**config.mk**
```make
export PLATFORM = sky130hd
export DESIGN_NAME = spi_autocs_master
export DESIGN_NICKNAME = d
export VERILOG_FILES = /design/src/rtl/spi_ac_pkg.sv /design/src/rtl/spi_ac_clkdiv.sv /design/src/rtl/spi_ac_shifter.sv /design/src/rtl/spi_autocs_master.sv
export SDC_FILE = /design/constraint.sdc
export NUM_CORES = 1
export LEC_CHECK = 0
export BUFFER_PORTS_ARGS = -buffer_cell sky130_fd_sc_hd__buf_2
export CELL_PAD_IN_SITES_DETAIL_PLACEMENT = 1
export CELL_PAD_IN_SITES_GLOBAL_PLACEMENT = 1
export CORE_MARGIN = 3
export CORE_UTILIZATION = 48
export DETAILED_ROUTE_END_ITERATION = 10
export PLACE_DENSITY_LB_ADDON = 0.08
export SLEW_MARGIN = 20
export SYNTH_ARGS = -nofsm -noshare
export SYNTH_HDL_FRONTEND = slang
export SYNTH_SLANG_ARGS = --single-unit
```
**constraint.sdc**
```tcl
create_clock -name clk -period 3.4 [get_ports clk]
set_input_delay 0.85 -clock clk [delete_from_list [all_inputs] [get_ports clk]]
set_output_delay 0.85 -clock clk [all_outputs]
set_load 0.05 [all_outputs]
```
**src/rtl/spi_ac_pkg.sv**
```systemverilog
package spi_ac_pkg;

   localparam int ADDR_W = 3;

   // word addresses; the data-register address selects the chip-select policy
   typedef enum logic [ADDR_W-1:0] {
      RA_CTRL = 3'd0,
      RA_LAST = 3'd1,
      RA_HOLD = 3'd4,
      RA_STRM = 3'd5,
      RA_END  = 3'd6
   } reg_addr_e;

   typedef enum logic {
      HS_IDLE = 1'b0,
      HS_WAIT = 1'b1
   } host_state_e;

endpackage

```
**src/rtl/spi_ac_clkdiv.sv**
```systemverilog
module spi_ac_clkdiv #(
   parameter int SPEED_W = 4
) (
   input  logic               clk,
   input  logic               rst_n,
   input  logic               run,
   input  logic [SPEED_W-1:0] speed,
   output logic               tick
);
   localparam int HP_W = SPEED_W + 1;

   logic [HP_W-1:0] cnt;
   logic [HP_W-1:0] half_per;

   // half-period in clock cycles: 1 at speed 0, 2n otherwise
   assign half_per = (speed == '0) ? HP_W'(1) : {speed, 1'b0};
   assign tick     = run && (HP_W'(cnt + 1'b1) == half_per);

   always_ff @(posedge clk or negedge rst_n) begin
      if (!rst_n)
         cnt <= '0;
      else if (!run || tick)
         cnt <= '0;
      else
         cnt <= cnt + 1'b1;
   end
endmodule

```
**src/rtl/spi_ac_shifter.sv**
```systemverilog
module spi_ac_shifter #(
   parameter int DATA_W = 16
) (
   input  logic              clk,
   input  logic              rst_n,
   input  logic              start,
   input  logic [DATA_W-1:0] tx_word,
   input  logic              tick,
   input  logic              idle_lvl,
   input  logic              miso,
   output logic              busy,
   output logic              done,
   output logic [DATA_W-1:0] rx_word,
   output logic              sclk,
   output logic              mosi
);
   localparam int BC_W = $clog2(DATA_W);

   logic [DATA_W-1:0] tx_sh;
   logic [DATA_W-1:0] rx_sh;
   logic [BC_W-1:0]   bit_cnt;
   logic              phase;   // 1 between leading and trailing edge

   assign sclk = phase ^ idle_lvl;
   assign mosi = tx_sh[DATA_W-1];

   always_ff @(posedge clk or negedge rst_n) begin
      if (!rst_n) begin
         tx_sh   <= '0;
         rx_sh   <= '0;
         rx_word <= '0;
         bit_cnt <= '0;
         phase   <= 1'b0;
         busy    <= 1'b0;
         done    <= 1'b0;
      end else begin
         done <= 1'b0;
         if (!busy) begin
            if (start) begin
               tx_sh   <= tx_word;
               rx_sh   <= '0;
               bit_cnt <= '0;
               phase   <= 1'b0;
               busy    <= 1'b1;
            end
         end else if (tick) begin
            if (!phase) begin
               phase <= 1'b1;
               rx_sh <= {rx_sh[DATA_W-2:0], miso};
            end else begin
               phase <= 1'b0;
               if (bit_cnt == BC_W'(DATA_W - 1)) begin
                  busy    <= 1'b0;
                  done    <= 1'b1;
                  rx_word <= rx_sh;
               end else begin
                  bit_cnt <= bit_cnt + 1'b1;
                  tx_sh   <= {tx_sh[DATA_W-2:0], 1'b0};
               end
            end
         end
      end
   end
endmodule

```
**src/rtl/spi_autocs_master.sv**
```systemverilog
module spi_autocs_master
   import spi_ac_pkg::*;
#(
   parameter int DATA_W  = 16,
   parameter int NUM_CS  = 4,
   parameter int SPEED_W = 4
) (
   input  logic              clk,
   input  logic              rst_n,
   input  logic              bus_req,
   input  logic              bus_we,
   input  logic [2:0]        bus_addr,
   input  logic [15:0]       bus_wdata,
   output logic [15:0]       bus_rdata,
   output logic              bus_ack,
   output logic              spi_sclk,
   output logic              spi_mosi,
   input  logic              spi_miso,
   output logic [NUM_CS-1:0] spi_cs_n
);
   localparam int CS_W       = (NUM_CS > 1) ? $clog2(NUM_CS) : 1;
   localparam int POS_MISO   = DATA_W - 1;
   localparam int POS_CPOL   = DATA_W - 2;
   localparam int POS_SPD_LO = POS_CPOL - SPEED_W;
   localparam int POS_CS_LO  = POS_SPD_LO - CS_W;

   generate
      if (DATA_W != 16) begin : g_bad_width
         $error("spi_autocs_master: the host bus carries 16-bit words");
      end
      if (POS_CS_LO < 0) begin : g_bad_fields
         $error("spi_autocs_master: control fields do not fit the word");
      end
      if (NUM_CS < 1 || NUM_CS > (1 << CS_W)) begin : g_bad_cs
         $error("spi_autocs_master: chip-select count out of range");
      end
   endgenerate

   // control state
   logic               cpol_r;
   logic [SPEED_W-1:0] speed_r;
   logic [CS_W-1:0]    idx_r;
   logic               idle_lvl;

   // chip-select state
   logic               cs_on;
   logic [CS_W-1:0]    cs_sel;

   // host side state
   host_state_e        hst;
   logic               w_we, w_end;
   logic [DATA_W-1:0]  last_rx;
   logic               pf_busy, pf_valid;
   logic [DATA_W-1:0]  pf_data;
   logic               launch_q;
   logic [DATA_W-1:0]  launch_w;
   logic [DATA_W-1:0]  ctrl_rd;

   // engine
   logic               tick, eng_busy, eng_done;
   logic [DATA_W-1:0]  eng_rx;

   assign idle_lvl = cpol_r & (speed_r != '0);

   always_comb begin
      ctrl_rd = '0;
      ctrl_rd[POS_MISO] = spi_miso;
      ctrl_rd[POS_CPOL] = cpol_r;
      ctrl_rd[POS_SPD_LO +: SPEED_W] = speed_r;
      ctrl_rd[POS_CS_LO +: CS_W] = idx_r;
   end

   spi_ac_clkdiv #(.SPEED_W(SPEED_W)) u_div (
      .clk   (clk),
      .rst_n (rst_n),
      .run   (eng_busy),
      .speed (speed_r),
      .tick  (tick)
   );

   spi_ac_shifter #(.DATA_W(DATA_W)) u_shift (
      .clk      (clk),
      .rst_n    (rst_n),
      .start    (launch_q),
      .tx_word  (launch_w),
      .tick     (tick),
      .idle_lvl (idle_lvl),
      .miso     (spi_miso),
      .busy     (eng_busy),
      .done     (eng_done),
      .rx_word  (eng_rx),
      .sclk     (spi_sclk),
      .mosi     (spi_mosi)
   );

   generate
      for (genvar gi = 0; gi < NUM_CS; gi++) begin : g_cs
         assign spi_cs_n[gi] = !(cs_on && (cs_sel == CS_W'(gi)));
      end
   endgenerate

   wire shifter_free = !eng_busy && !pf_busy;

   always_ff @(posedge clk or negedge rst_n) begin
      if (!rst_n) begin
         cpol_r    <= 1'b0;
         speed_r   <= '0;
         idx_r     <= '0;
         cs_on     <= 1'b0;
         cs_sel    <= '0;
         hst       <= HS_IDLE;
         w_we      <= 1'b0;
         w_end     <= 1'b0;
         last_rx   <= '0;
         pf_busy   <= 1'b0;
         pf_valid  <= 1'b0;
         pf_data   <= '0;
         launch_q  <= 1'b0;
         launch_w  <= '0;
         bus_ack   <= 1'b0;
         bus_rdata <= '0;
      end else begin
         bus_ack  <= 1'b0;
         launch_q <= 1'b0;
         if (eng_done && pf_busy) begin
            pf_busy  <= 1'b0;
            pf_valid <= 1'b1;
            pf_data  <= eng_rx;
         end
         unique case (hst)
            HS_IDLE: if (bus_req && !bus_ack) begin
               case (bus_addr)
                  RA_CTRL: begin
                     if (bus_we) begin
                        cpol_r  <= bus_wdata[POS_CPOL];
                        speed_r <= bus_wdata[POS_SPD_LO +: SPEED_W];
                        idx_r   <= bus_wdata[POS_CS_LO +: CS_W];
                     end else
                        bus_rdata <= ctrl_rd;
                     bus_ack <= 1'b1;
                  end
                  RA_LAST: begin
                     if (!bus_we) bus_rdata <= last_rx;
                     bus_ack <= 1'b1;
                  end
                  RA_STRM: begin
                     if (bus_we)
                        bus_ack <= 1'b1;
                     else if (shifter_free) begin
                        if (pf_valid) begin
                           bus_rdata <= pf_data;
                           pf_valid  <= 1'b0;
                           bus_ack   <= 1'b1;
                        end
                        launch_q <= 1'b1;
                        launch_w <= '1;
                        pf_busy  <= 1'b1;
                        cs_on    <= 1'b1;
                        cs_sel   <= idx_r;
                     end
                  end
                  RA_HOLD, RA_END: if (shifter_free) begin
                     if (!bus_we && pf_valid) begin
                        bus_rdata <= pf_data;
                        pf_valid  <= 1'b0;
                        bus_ack   <= 1'b1;
                        if (bus_addr == RA_END) cs_on <= 1'b0;
                     end else begin
                        pf_valid <= 1'b0;
                        launch_q <= 1'b1;
                        launch_w <= bus_we ? bus_wdata : '1;
                        cs_on    <= 1'b1;
                        cs_sel   <= idx_r;
                        w_we     <= bus_we;
                        w_end    <= (bus_addr == RA_END);
                        hst      <= HS_WAIT;
                     end
                  end
                  default: begin
                     bus_rdata <= '0;
                     bus_ack   <= 1'b1;
                  end
               endcase
            end
            HS_WAIT: if (eng_done) begin
               if (w_we) last_rx <= eng_rx;
               bus_rdata <= eng_rx;
               bus_ack   <= 1'b1;
               if (w_end) cs_on <= 1'b0;
               hst <= HS_IDLE;
            end
            default: hst <= HS_IDLE;
         endcase
      end
   end
endmodule

```
==> run metrics, run 1 <==
area growth from synthesis to layout 17.6%; Core Footprint about 13,000 um2; cells after synthesis 540; drt first-iter violations ~300; Worst EP arrival 2.02 ns; Max Clk Rate about 350 MHz; global-route wire length before repair about 25,000 um; RePlAce Congestion between 0.8 and 0.9; crit path kind flip-flop to primary output; Slew HR 0.449; synthesized area per cell approximately 12 um2; Final Skew 0.0103 ns; Hold Path Class input pin to async pin; final worst-path cycle share 0.843; Slew @ Worst Pin a little over 0.8 ns; CTS Sinks approximately 140; Final #Nets roughly 620; Post-DP HPWL roughly 10,000 um; drt pass-1 iters 4; full die area about 15,000 um2; EDFF count, synth 0; Final WS setup approximately 0.53 ns; Max H-tree Level 4; ys async rst share 1.00; # rows approximately 40; RR Startpoint u_div.cnt[0]; leakage 3.48 nW; post-CTS sizing 0; Ys Warns 0; Setup WS pre-CTS ~0.60 ns; Startpoint Class flip-flop; Distinct cells, synth 52; global-route usage over all layers 0.222; placed cell area 6750 um2; Worst-Skew Late Latency 0.42 ns; Worst EP required 2.55 ns; Slew Viols, Final 0; max-cap violations 0; share of layout cells above drive strength 1 0.345; Buffers on Ports 46; Worst VDD drop 0.388 mV; worst hold slack around 0.38 ns; vias about 4,400; antenna violations before repair 0; DRC errors left 0; final hold vios 0; fin crit period about 2.9 ns; via/cell ratio roughly 5.6; setup TNS 0 ns; vias in the first global route between 4,000 and 5,000; post-synthesis net count 566; Die H approximately 120 um; RSZ-0062 raised after global routing no; Synth Cell Area between 6000 and 7000 um2; Initial Util 0.495; I/O pin count 47; r2r setup slk approximately 0.60 ns; grt total ovfl 0; status finished, final reports clean; Worst Setup End Kind primary output; CP Max Fanout 7; R2R depth 6; die width between 100 and 150 um; Setup Fix Bufs, Post-CTS 0; Seq/Total Area, Yosys 0.558; Root Driver clkbuf_16; Design Area, Final around 7400 um2; ys flop type dfrtp_1; Antenna diodes 0; CTS clock-pin slew for the worst setup and hold paths around 0.060 ns; largest net degree at the start of global routing 59; CTS tree done; Power Total approximately 4 mW; Routed Antenna Nets 0; Clock Tree Buf Depth 2; Synth Register Bits approximately 140; most common cell after layout, fill and taps aside dfrtp_1; Filler cells 1,327; final WL roughly 15,000 um; final setup vio count 0; r2r endpoint u_shift.rx_word[14]; Routed WL per cell between 15 and 20 um; # hold bufs at CTS 0; CTS Buf Count 17; Pwr Density between 500 and 600 nW/um2; commonest cells after routing, fill and taps aside dfrtp_1 (141), mux2_2 (81), nand2_1 (67), buf_2 (45), o21ai_0 (40)
-- layout make-up --
class                   instances  area (um2)  area share
repair buffers                 59         347      0.0466
multi-input cells             349        2580       0.347
clock buffers                  22         474      0.0638
well taps                     172         215      0.0289
clock inverters                10         209      0.0281
flip-flops and latches        141        3530       0.475
inverters                      22        82.6      0.0111
-- power breakdown --
part           switching [mW]  total, mW  internal (mW)
clock                   0.703       2.14           1.43
sequential            0.00187       1.68           1.68
combinational          0.0707     0.0968         0.0262
-- registers in the layout (all words and copies together) (netlist names), 5 cells and up --
signal	cells
last_rx	16
u_shift.tx_sh	16
launch_w	16
u_shift.rx_sh	16
pf_data	16
u_shift.rx_word	16
u_div.cnt	5
bus_rdata	16
-- layer usage --
layer  share of wire  wire (um)  vias to the layer above  GRT usage
li1                -          -                     2014          -
met1            0.46       6910                     2261      0.291
met2            0.49       7400                       66      0.360
met3           0.024        365                       21     0.0449
met4           0.022        328                        0     0.0942
met5               0          0                        -          0
-- kinds of logic (layout without fill, tap and decap cells) --
kind of cell | after synthesis | after routing | synth area share
buffers and inverters | 50 | 113 | 0.0342
xor gates and xnor gates | 7 | 7 | 0.0119
AOI/OAI and AO/OA | 90 | 90 | 0.101
and+or+nand+nor | 150 | 150 | 0.117
muxes | 100 | 100 | 0.174
adders and majority gates | 2 | 2 | 0.00396
DFF | 141 | 141 | 0.558
-- cell usage after synthesis (2+ instances only) --
| library cell | n | area share |
|---|---|---|
| nor3_1 | 7 | 0.0055 |
| clkbuf_1 | 20 | 0.012 |
| or2_2 | 17 | 0.017 |
| or4_1 | 2 | 0.0024 |
| xnor2_1 | 3 | 0.0042 |
| xor2_1 | 3 | 0.0042 |
| nor2_1 | 23 | 0.014 |
| nand2b_1 | 3 | 0.0030 |
| a32oi_1 | 8 | 0.011 |
| nand3_1 | 8 | 0.0063 |
| a21oi_1 | 4 | 0.0032 |
| mux2_2 | 81 | 0.14 |
| o21ai_0 | 40 | 0.032 |
| nand3b_1 | 5 | 0.0059 |
| o211ai_1 | 4 | 0.0047 |
| and3_1 | 5 | 0.0049 |
| o221a_2 | 15 | 0.027 |
| a22oi_1 | 8 | 0.0095 |
| mux2i_1 | 19 | 0.030 |
| dfrtp_1 | 141 | 0.56 |
| ha_1 | 2 | 0.0040 |
| inv_1 | 21 | 0.012 |
| nand2_1 | 67 | 0.040 |
| buf_2 | 5 | 0.0040 |
| and2_1 | 2 | 0.0020 |
-- worst max-delay path by stage --
stage | from | to | slack (ns)
floorplan | bus_addr[0] | bus_rdata[0] | 0.76
global placement | u_div.cnt[0] | u_shift.rx_word[8] | 0.72
detailed placement | u_div.cnt[0] | u_shift.rx_word[14] | 0.60
CTS | speed_r[1] | spi_sclk | 0.52
global route | speed_r[1] | spi_sclk | 0.41
finish | speed_r[1] | spi_sclk | 0.53
-- through the flow --
step                 util  instances
finish              0.582        775
detailed placement  0.529        743
CTS                 0.582        775
global placement    0.529        743
floorplan               -        540
global route        0.582        775
-- critical path: stages, from the launching register on --
cell and delay [ns]:
dfrtp_1 0.44, or3_4 0.44, o21ai_0 0.22, xnor2_1 0.19, buf_2 0.31
(Power assumes the default switching activity.)
==> run 2: changes to the inputs <==
- ABC_AREA: unset -> 1
- CORE_UTILIZATION: 48 -> 46
- clock period: 3.4 -> 2.8 ns (I/O delays scaled with it)
==> run metrics, run 2 <==
status finished, final reports clean; Final Skew 0.0101 ns (-0.000177 ns); top sig layer met4; DRC errors left 0 (unchanged); Post-DP HPWL 11,000 um (+9.5%); Flop pwr share 0.497 (+0.068); Setup Fix Bufs, Post-CTS 0 (unchanged); cells after synthesis 742 (+37%); Die H 124 um (+2.4%); area growth from synthesis to layout 13.6%; Core Footprint 13,400 um2 (+4.9%); Final WS setup 0.471 ns (-0.0632 ns); fin crit period about 2.3 ns; share of layout cells above drive strength 1 0.131 (-0.214); Startpoint Class flip-flop; Slew @ Worst Pin 0.993 ns (+0.166 ns); final WL 16,200 um (+7.8%); # rows 42 (+2.4%); area leader, netlist dfrtp_1; Worst VDD drop 0.338 mV (-13%); worst hold slack 0.205 ns (-0.171 ns); Combinational Power Share 0.026 (about the same); EDFF count, synth 0 (unchanged); drt pass-1 iters 4 (unchanged); Worst Setup End Kind primary output; Buffers on Ports 46 (unchanged); setup TNS 0 ns (unchanged); largest net degree at the start of global routing 51 (-14%); RePlAce Congestion 0.824 (-1.7%); final worst-path cycle share 0.832; post-route non-filler standard cell count 964 (+24%); share of the synthesized area in the top cell type 0.554 (-0.00416); Max Clk Rate 429 MHz; commonest cells after routing, fill and taps aside nand2_1 (178), dfrtp_1 (141), o21ai_0 (105), inv_1 (79), nand3_1 (48); via/cell ratio 5.38 (-4.4%); Hold Path Class input pin to async pin; Slew HR 0.336 (-0.112); XOR/XNOR Fraction of Synth Area 0.00275 (-0.00912); ys async rst share 1.00 (unchanged); Slew Viols, Final 0 (unchanged); placed cell area 6740 um2 (-0.19%); # hold bufs at CTS 0 (unchanged); antenna violations before repair 0 (unchanged); Ys Warns 0 (unchanged); crit path kind flip-flop to primary output; CP Max Fanout 3 (-4); global-route usage over all layers 0.229 (+0.00777); global-route wire length before repair 27,100 um (+8.2%); Worst EP required 2.10 ns (-0.45 ns); dominant cells by area after synthesis dfrtp_1 (55%), nand2_1 (10%), o21ai_0 (8.2%), inv_1 (4.7%), nand3_1 (3.8%); synthesized area per cell 8.59 um2 (-27%); Filler cells 1,624 (+22%); full die area 15,300 um2 (+4.9%); Root Driver clkbuf_16; Synth Area in Compound Gates 0.142 (+0.0411); Seq/Total Area, Yosys 0.554 (-0.00416); Routed WL per cell 16.8 um (-13%); vias 5,189 (+19%); Finished Core Util 0.540 (-0.0421); Clock Tree Buf Depth 2 (unchanged); RSZ-0062 raised after global routing no; Worst EP arrival 1.63 ns (-0.39 ns); CTS clock-pin slew for the worst setup and hold paths 0.06 ns (about the same); routed wl met3 540 um (+48%); Switching Share 0.211 (+0.0129); leakage 3.42 nW (-1.9%); ys flop type dfrtp_1; Worst-Skew Late Latency 0.42 ns (about the same); Synth Cell Area 6370 um2 (+0.75%); Max H-tree Level 4 (unchanged); Pint 3.24 mW (+3.0%); post-CTS sizing 0 (unchanged); final setup vio count 0 (unchanged); synth cell count leaders nand2_1 (178), dfrtp_1 (141), o21ai_0 (105); Initial Util 0.476 (-0.0196); WL met2 7530 um (+1.8%); Setup WS pre-CTS 0.352 ns (-0.253 ns); grt total ovfl 0 (unchanged); Pwr Density 567 nW/um2 (+7.6%); Power Total 4.10 mW (+4.7%); die width 124 um (+2.4%); top-count cell post-synth nand2_1; CTS tree done; adder-cell share of the synthesized area 0.00393 (-0.0000295); max-cap violations 0 (unchanged); Design Area, Final 7240 um2 (-2.7%); Post-Route M1 WL 7860 um (+14%); drt first-iter violations 319 (+5.6%); Routed Antenna Nets 0 (unchanged); Synth Register Bits 141 (unchanged); I/O pin count 47 (unchanged); simple-gate share of the synthesized area 0.202 (+0.0857); CTS Sinks 141 (unchanged); CTS Buf Count 17 (unchanged); most common cell after layout, fill and taps aside nand2_1; Clock Power Share 0.477 (-0.069); fraction of synthesized area in multiplexers 0.0143 (-0.160); sw power 0.865 mW (+12%); dpl cells 937 (+26%); largest family of logic cells by synthesized area simple AND/OR/NAND/NOR gates; Distinct cells, synth 31 (-40%); vias in the first global route 5,391 (+12%); Final #Nets 806 (+31%); post-synthesis net count 768 (+36%); Antenna diodes 0 (unchanged); final hold vios 0 (unchanged)
==> run 2: changes by cell type in the layout (fill, tap and decap cells not counted), sizes merged, moves of 25 or more <==
cell / delta
o21ai: +92
nand3: +44
inv: +61
nand4: +25
mux2: -80
nand2: +115
a21oi: +26
==> run 2: cell type report <==
| type | count | area (um2) | share of cell area |
|---|---|---|---|
| flip-flops and latches | 141 | 3530 | 0.488 |
| multi-input cells | 478 | 2330 | 0.322 |
| clock buffers | 24 | 482 | 0.0666 |
| repair buffers | 60 | 354 | 0.0489 |
| inverters | 82 | 308 | 0.0425 |
| well taps | 176 | 220 | 0.0304 |
| clock inverters | 3 | 15.0 | 0.00207 |
==> run 2: logic make-up (layout without fill, tap and decap cells) <==
family	count (synthesis)	count (layout)
AO/OA/AOI/OAI	175	175
XOR/XNOR	2	2
multiplexers	9	9
AND/OR/NAND/NOR	290	290
flip-flops	141	141
buffers and inverters	123	169
adder cells (fa/ha/maj)	2	2
==> run 2: path summary, 6_finish.rpt <==
path / start / endpoint / slack [ns] / cells after the start
worst max-delay path: speed_r[1] / spi_sclk / 0.47 / 5
worst min-delay path: rst_n / launch_w[8] / 0.20 / 1
worst max register to register: u_div.cnt[0] / u_shift.tx_sh[0] / 0.61 / 11
worst min register to register: u_shift.tx_sh[4] / u_shift.tx_sh[4] / 0.47 / 2
max in group asynchronous: rst_n / launch_w[1] / 1.82 / 2
min in group clk: u_shift.tx_sh[4] / u_shift.tx_sh[4] / 0.47 / 2
==> run 2: power by group through the flow <==
stage          clock, mW  sequential, mW  combinational, mW
2_1_floorplan          0            2.08             0.0309
3_3_place_gp           0            2.07              0.107
3_5_place_dp           0            2.07              0.111
4_1_cts             2.00            2.04              0.111
5_1_grt             2.07            2.04              0.122
6_report            1.95            2.04              0.106
==> run 2: metal layers <==
metal	track usage	up-vias
met5	0	-
li1	-	2521
met1	0.323	2573
met2	0.354	79
met3	0.0404	16
met4	0.0893	0
==> run 2: worst max-delay path: stages, from the launching register on <==
cell,delay (ns)
dfrtp_1,0.40
nor2_1,0.16
nand2_1,0.09
nand2_1,0.08
xor2_1,0.18
buf_2,0.29
